**src/rtl/sdhost_irq_unit.sv**
```systemverilog
module sdhost_irq_unit (
  input  logic       clk,
  input  logic       rst_n,
  input  logic [8:0] evt,
  input  logic       reg_wr,
  input  logic       reg_sel,
  input  logic [8:0] reg_wdata,
  output logic [8:0] reg_rdata,
  input  logic       cmd_start,
  input  logic       cmd_has_data,
  input  logic       cmd_write,
  input  logic       hw_flush,
  output logic       irq,
  output logic       xact_done,
  output logic [1:0] cmd_err,
  output logic [1:0] dat_err
);
  localparam int NEV = 9;
  localparam logic [3:0] B_RSP_OK = 4'd0;
  localparam int B_RSP_CRC = 1;
  localparam int B_RSP_TMO = 2;
  localparam int B_RXF_FULL = 3;
  localparam int B_TXF_EMPTY = 4;
  localparam int B_DAT_CRC = 5;
  localparam int B_DAT_TMO = 6;
  localparam logic [3:0] B_XFER_OK = 4'd7;
  localparam logic [3:0] B_DMA_DONE = 4'd8;
  localparam logic [NEV-1:0] ERR_MASK = 9'h07E;

  logic [NEV-1:0] en_q, sta_q;
  logic           active_q, ctx_data_q;
  logic [3:0]     comp_q, comp_d;
  logic [1:0]     cerr_d, derr_d;

  wire [NEV-1:0] clr  = (reg_wr && reg_sel) ? reg_wdata : '0;
  wire [NEV-1:0] seen = sta_q | evt;
  wire           fin  = active_q && evt[comp_q];

  assign comp_d = !cmd_has_data ? B_RSP_OK :
                  (cmd_write || hw_flush) ? B_DMA_DONE : B_XFER_OK;

  always_comb begin
    if (seen[B_RXF_FULL] || seen[B_TXF_EMPTY]) cerr_d = 2'd1;
    else if (seen[B_RSP_CRC])                  cerr_d = 2'd2;
    else if (seen[B_RSP_TMO])                  cerr_d = 2'd3;
    else                                       cerr_d = 2'd0;
    if (!ctx_data_q)                           derr_d = 2'd0;
    else if (seen[B_DAT_CRC])                  derr_d = 2'd2;
    else if (seen[B_DAT_TMO])                  derr_d = 2'd3;
    else                                       derr_d = 2'd0;
  end

  always_ff @(posedge clk) begin
    if (!rst_n) begin
      en_q       <= '0;
      sta_q      <= '0;
      active_q   <= 1'b0;
      ctx_data_q <= 1'b0;
      comp_q     <= B_RSP_OK;
      xact_done  <= 1'b0;
      cmd_err    <= 2'd0;
      dat_err    <= 2'd0;
    end else begin
      sta_q     <= (sta_q & ~clr) | evt;
      xact_done <= fin;
      if (fin) begin
        cmd_err <= cerr_d;
        dat_err <= derr_d;
      end
      if (cmd_start) begin
        en_q       <= ERR_MASK | (9'd1 << comp_d);
        active_q   <= 1'b1;
        ctx_data_q <= cmd_has_data;
        comp_q     <= comp_d;
      end else begin
        if (reg_wr && !reg_sel) en_q <= reg_wdata;
        if (fin) active_q <= 1'b0;
      end
    end
  end

  assign irq       = |(en_q & sta_q);
  assign reg_rdata = reg_sel ? sta_q : en_q;
endmodule

```
**config.mk**
```make
export PLATFORM = sky130hd
export DESIGN_NAME = sdhost_irq_unit
export DESIGN_NICKNAME = d
export VERILOG_FILES = /design/src/rtl/sdhost_irq_unit.sv
export SDC_FILE = /design/constraint.sdc
export NUM_CORES = 1
export LEC_CHECK = 0
export ABC_AREA = 1
export CORE_ASPECT_RATIO = 0.7
export CORE_UTILIZATION = 40
export DETAILED_ROUTE_END_ITERATION = 7
export DONT_BUFFER_PORTS = 1
export PLACE_DENSITY = 0.57
export SLEW_MARGIN = 30
export SYNTH_ARGS = -nofsm -noshare
export SYNTH_HDL_FRONTEND = slang
export SYNTH_SLANG_ARGS = --single-unit
```
**constraint.sdc**
```tcl
create_clock -name clk -period 1.3 [get_ports clk]
set_input_delay 0.195 -clock clk [delete_from_list [all_inputs] [get_ports clk]]
set_output_delay 0.195 -clock clk [all_outputs]
set_load 0.05 [all_outputs]
```
# [Word level (Yosys, flattened, before mapping)]
# Index checks and enable logic that the tools add are counted.
[word_totals] ff_bits=29 inputBits=26 wordCells=40
[classes] order_cmp=1 shift=1 muxes=16 n_bitwise=5 n_reduce_logical=9
[op_table] cell="$mux 9" n=4
[op_table] cell="$and 9x9->9" n=2
[op_table] cell="$mux 2" n=6
[op_table] cell="$not 9->9" n=1
[op_table] cell="$or 9x9->9" n=1
[op_table] cell="$reduce_or 9->1" n=1
[op_table] cell="$shl 1x4->9 const A" n=1
[op_table] cell="$mux 4" n=2
[op_table] cell="$or 7x7->7" n=1
[op_table] cell="$lt 4x5->1 const B" n=1
[op_table] cell="$bmux 1 s4" n=1
[op_table] cell="$reduce_bool 2->1" n=2
[op_table] cell="$logic_and 1x1->1" n=3
[op_table] cell="$mux 1" n=3
[op_table] cell="$logic_or 1x1->1" n=2
[op_table] cell="$logic_not 1->1" n=1

# [Logic depth before layout (Yosys ltp)]
# Gate-level depths: netlist (run 1).
[logic_depth] word_depth=5 ltp_mapped=7 ltp_nobuf=7

# [Worst setup path before layout (run 1)]
# No wires, ideal clock.
[synth_timing] path_type="input-to-output" startpoint="input port reg_sel" endpoint="output port reg_rdata[1]" arrival_time_ns=1.587 required_time_ns=1.105 path_slack_ns=-0.482 cell_stages=4 n_path_buf=2 path_cell_list="buf_6 -> inv_4 -> buf_2 -> o21ai_0"
[synth_between] elab_chain_len=1
[synth_lines] element="from (decl)" line_no="6" source="input logic reg_sel,"
[synth_lines] element="$mux 9" line_no="83" source="assign reg_rdata = reg_sel ? sta_q : en_q;"
[synth_lines] element="to (decl)" line_no="8" source="output logic [8:0] reg_rdata,"
# Every way passes these cells.

# [Final worst setup path (run 1)]
[layout_timing] startpoint="register sta_q[1]" endpoint="output port irq"
[layout_between] elab_chain_len=2
[layout_lines] element="from (decl)" line_no="30" source="logic [NEV-1:0] en_q, sta_q;"
[layout_lines] element="from (signal assigned)" line_no="64" source="sta_q <= (sta_q & ~clr) | evt;"
[layout_lines] element="$and 9x9->9" line_no="82" source="assign irq = |(en_q & sta_q);"
[layout_lines] element="$reduce_or 9->1" line_no="82"
[layout_lines] element="to (decl)" line_no="13" source="output logic irq,"
# Every way passes these cells.

==> out/metrics.yaml, run 1 <==
track_usage_pct: 19.8
portBuffers: 0
wire_per_inst_um: 14.0
core_area_mm2: 0.00317
dp_cells: 239
wirelength_um: 3420
final_max_slew_viol_count: 0
crit_chain: "nand2_2 -> nand3_2 -> nor2_1 -> nand4_1 -> buf_6"
postCtsHoldBufs: 0
synth-seq-cells: 27
ant_nets: 0
setup.worst_path.start_class: "register"
antenna_found_initial: 0
vias: 1278
min_path_cells: 2
grt_pass1_vias: 1171
dp_hpwl_um: 2570
io_pins: 41
rr_endpoint: "cmd_err[1]"
clk_pin_slew_ns: 0.09
drv_cap: 0
fin_skew_ns: 0.000840
crit_type: "register to output port"
tritoncts: "done"
yosys-top-cells-count: "69 x nand2_1, 27 x dfxtp_1, 26 x nor2_1, 21 x a21oi_1, 13 x inv_1"
drive_gt1_share_pct: 25.6
drc_errors: 2
violations: "design-rule violations, negative setup slack"
min_path_type: "primary input to register"
grt_max_degree: 16
fin_cells: 245
die_x_um: 71.2
slowest_stage: "dfxtp_2"
r2r_cells: 7
drt_first_pass_iters: 7
die_area_mm2: 0.00360
yosysUniqueCellTypes: 24
ir_drop_v: 0.000498
synth_largest_area_cell: "dfxtp_1"
crit_path_end: "irq"
cp_max_fo: 3
worstMarginPinSlew_ns: 0.480
start_util_pct: 42.4
critical_path_depth: 5
crit_path_max_incr_delay_ns: 0.34
fin_crit_sh_pct: 101
setup_viol: 1
min_from: "rst_n"
synth_area_leaders: "dfxtp_1 40%, nand2_1 19%, a21oi_1 7.8%, nor2_1 7.3%, o21ai_2 3.9%"
clk_latency_ns: 0.27
status: "finished with violations"
period_needed_ns: 1.32
viasPerCell: 5.22
avgSynthCellArea_um2: 6.81
startpoint: "sta_q[1]"
areaGrowthSynthToFinish_pct: 13.1
grt_pass1_wl_um: 5400
crit_family: "simple AND/OR/NAND/NOR gates"
netlist_instances: 197
total_leakage_power_nw: 0.683
placed_cell_area_mm2: 0.00141
yosys_warnings: 0
tns_ns: -0.0161
cts_buffers: 3
fmax_ghz: 0.760
drtIter0Drc: 51
synth_nets: 223
regToRegSetupSlack_ns: 0.22
synth_edf_count: 0
synth.top_cell.area_share_pct: 40.3
place.gp.congestion: 0.772
worst_slack_ns: -0.0161
die_height_um: 50.5
seq_area_frac_synth_pct: 40.3
htreeDepth: 1
rows: 17
cp.required_ns: 1.11
diodes: 0
critPathCaptureType: "output port"
path_buf_inv: 1
place_ws_ns: 0.235
cts_root_buf: "clkbuf_8"
cts.path.max_buffers: 2
post-route-util_pct: 47.9
final_area_mm2: 0.00152
async_reset_ff_share_pct: 0
fin_nets: 234
grt_remaining_overflow: 0
slew_headroom_pct: 67.9
syn_area_mm2: 0.00134
pwr_density_cell_mw_per_mm2: 1220
hold_viol_final: 0
yosysMostFrequentCell: "nand2_1"
rsz0062_at_grt: "yes"
synthFlopType: "dfxtp_1"
r2r_start: "comp_q[2]"
cts_sinks: 27
crit_arrival_ns: 1.12
-- metal layers --
layer  up-vias  track usage (%)  wire length (um)
met5         -                0                 0
met4         0             5.33                31
met3         4             6.63               241
met2        35             31.3              1550
met1       595             25.9              1600
li1        644                -                 -
-- registers in the layout (all words and copies together), names as in the netlist --
signal      count
active_q        1
cmd_err         2
comp_q          2
ctx_data_q      1
dat_err         2
en_q            9
sta_q           9
xact_done       1
-- worst min path at each step --
stage / end / slack, ns
after floorplan: sta_q[2] / 0.31
after global placement: sta_q[8] / 0.32
after detailed placement: sta_q[8] / 0.32
after CTS: dat_err[1] / 0.03
after global routing: dat_err[1] / 0.01
final: cmd_err[0] / 0.03
-- layout make-up --
class	instances	area, um2
repair buffers	12	101
fillers	329	1650
well taps	38	47.5
multi-input cells	147	699
clock inverters	1	5.00
clock buffers	3	41.3
flip-flops and latches	27	556
inverters	17	68.8
-- worst reg2reg max path, stage by stage (launching register included) --
cell and delay (ns):
dfxtp_1 0.34, inv_1 0.10, nand2_1 0.06, nand2_1 0.06
nand3_1 0.13, nor2_2 0.19, nor2_1 0.06, nor2_1 0.09
-- cell families (layout without fill, tap and decap cells) --
family	count (synthesis)	in the layout	synth area share (%)
DFF	27	27	40.3
and+or+nand+nor	111	111	33.8
AOI/OAI and AO/OA	36	36	16.5
buffers and inverters	23	33	9.41
-- per-stage QoR --
| step | power (mW) | hold slack, ns |
|---|---|---|
| floorplan | 1.30 | 0.312 |
| global placement | 1.36 | 0.317 |
| detailed placement | 1.37 | 0.322 |
| CTS | 1.85 | 0.0296 |
| global route | 1.95 | 0.0122 |
| finish | 1.85 | 0.0349 |
-- layout by cell type (no fill, tap or decap), drive strengths merged --
cell type / instances
nand2: 71
nor2: 27
dfxtp: 27
a21oi: 23
inv: 17
buf: 12
o21ai: 11
nand3: 9
clkbuf: 3
nor3: 2
nand4: 1
o211ai: 1
a311oi: 1
nand3b: 1
clkinv: 1
-- power breakdown --
part,switching [mW],internal (mW),total [mW]
combinational,0.301,0.136,0.436
clock,0.256,0.215,0.470
sequential,0.0502,0.891,0.942
-- what timing repair did --
item,in CTS,in global routing
gates resized for setup,13,10
pin swaps,5,4
endpoints found under the setup margin,2,5
buffers inserted,1,1
Note: power is estimated with default switching activity, not from simulation.
==> run 2: changes to the inputs <==
ABC_AREA = not set   (was 1)
==> run 2 against run 1 <==
Effect of this change: the run ends with negative setup slack left; non-clock buffer count grew 2; highest routed layer is now met3; clock skew grew 0.0016 ns; critical endpoint unchanged; total power shrank 4.8%; register-to-register slack lost 0.10 ns; sequential power shrank 2%; global-route usage shrank 0.61 points; largest power group unchanged.
==> out/metrics.yaml, run 2 <==
status: "finished with violations"
violations: "negative setup slack"
grt_pass1_wl_um: 4440
areaGrowthSynthToFinish_pct: 15.6
rsz0062_at_grt: "yes"
io_pins: 41
crit_type: "register to output port"
grt.met2_usage_pct: 31.5
avgSynthCellArea_um2: 8.29
netlist_instances: 145
cts.path.max_buffers: 2
min_path_cells: 2
antenna_found_initial: 0
min_from: "evt[8]"
final_cell_mix: "33 x nand2_1, 23 x dfxtp_1, 15 x a21oi_1, 15 x nor2_1, 13 x buf_4"
cts_root_buf: "clkbuf_8"
die_height_um: 47.9
synth-seq-cells: 27
dp_cells: 187
synthFlopType: "dfxtp_1"
fmax_ghz: 0.661
drt_first_pass_iters: 4
final_common_cell: "nand2_1"
total_leakage_power_nw: 0.565
fin_nets: 182
drtIter0Drc: 47
hold_viol_final: 0
worstHoldEndpoint: "sta_q[8]"
setup.worst_path.start_class: "register"
drive_gt1_share_pct: 21.3
wire_per_inst_um: 15.5
slew_headroom_pct: 68.1
setup_viol: 1
min_path_type: "primary input to register"
tritoncts: "done"
crit_chain: "a22o_1 -> a221oi_2 -> nand3_2 -> buf_12"
reg_top3: "en_q: 9 flops, sta_q: 9 flops"
portBuffers: 0
ir_drop_v: 0.000585
start_util_pct: 42.6
yosysMostFrequentCell: "nand2_1"
cp.required_ns: 1.11
worst_slack_ns: -0.213
cts_buffers: 3
grt_max_degree: 15
pwr_density_cell_mw_per_mm2: 1270
crit_family: "compound AO/OA/AOI/OAI gates"
seq_area_frac_synth_pct: 45.0
rows: 16
postCtsHoldBufs: 0
htreeDepth: 1
dp_hpwl_um: 2250
r2r_cells: 4
synth_largest_area_cell: "dfxtp_1"
drc_errors: 0
final_max_slew_viol_count: 0
cts_sinks: 27
post-route-util_pct: 49.2
regToRegSetupSlack_ns: 0.12
drv_cap: 0
period_needed_ns: 1.51
async_reset_ff_share_pct: 0
core_area_mm2: 0.00282
fin_skew_ns: 0.00247
met1_usage_pct: 25.6
viasPerCell: 5.50
grt_util_met3_pct: 5.95
grt_remaining_overflow: 0
synth_nets: 171
wirelength_um: 2960
synth_edf_count: 0
fin_cells: 191
die_area_mm2: 0.00323
post-cts-setup-buffer-count: 0
diodes: 0
r2r_start: "sta_q[4]"
grt_pass1_vias: 947
clk_pin_slew_ns: 0.09
critPathCaptureType: "output port"
synth.top_cell.area_share_pct: 45.0
synth_area_leaders: "dfxtp_1 45%, nand2_1 10%, mux2_2 8.4%, a21oi_1 6.2%, nor2_1 4.7%"
syn_area_mm2: 0.00120
track_usage_pct: 19.2
ant_nets: 0
place.gp.congestion: 0.830
crit_path_max_incr_delay_ns: 0.32
slowest_stage: "dfxtp_1"
rr_endpoint: "cmd_err[0]"
grt_most_used_layer: "met2"
fin_crit_sh_pct: 116
vias: 1050
cp_max_fo: 2
worstMarginPinSlew_ns: 0.478
yosys-top-cells-count: "33 x nand2_1, 27 x dfxtp_1, 15 x a21oi_1, 15 x nor2_1, 9 x mux2_2"
path_buf_inv: 1
yosysUniqueCellTypes: 29
yosys_warnings: 0
clk_latency_ns: 0.26
crit_arrival_ns: 1.32
die_x_um: 67.5
[run 2: repair_timing]
| action | CTS | global route |
|---|---|---|
| resized for setup | 3 | 4 |
| pin swaps | 0 | 1 |
| setup endpoints to repair | 3 | 3 |
[run 2: cell families after synthesis]
logic type      synth area share [%]
compound gates                  17.1
simple gates                    22.0
flops                           45.0
buf+inv                         4.27
mux                             11.8
[run 2: how the worst max path moves through the flow]
| stage | start | end | cells after the start |
|---|---|---|---|
| 2_1_floorplan | sta_q[1] | irq | 3 |
| 3_3_place_gp | sta_q[1] | irq | 4 |
| 3_5_place_dp | sta_q[1] | irq | 4 |
| 4_1_cts | sta_q[1] | irq | 4 |
| 5_1_grt | en_q[3] | irq | 3 |
| 6_report | sta_q[1] | irq | 4 |
[run 2: per-layer routing]
layer  up-vias  routed length [um]
met1       482                1380
met4         0                   0
met2        41                1330
met5         -                   0
met3         0                 249
li1        527                   -
[run 2: area by class of cell]
type,instances,area (um2)
sequential,27,546
clock buffer,4,45.0
timing repair buffer,14,118
multi-input combinational,108,629
tap,36,45.0
inverter,2,7.51
fill,276,1430
[run 2: where the power goes]
group	switching [mW]	leakage, nW	internal, mW
Clock	0.244	0.0228	0.219
Sequential	0.0442	0.225	0.881
Combinational	0.237	0.317	0.136
Total	0.524	0.565	1.24
[run 2: per-stage QoR]
step	setup TNS, ns	cell area (um2)	setup slack [ns]	hold slack [ns]	power, mW
global route	-0.288	1390	-0.288	0.0507	1.84
finish	-0.213	1390	-0.213	0.0448	1.76
floorplan	0	1210	0.0272	0.312	1.22
detailed placement	-0.00752	1330	-0.00752	0.322	1.31
global placement	-0.00531	1330	-0.00531	0.318	1.30
CTS	-0.233	1390	-0.233	0.0421	1.78
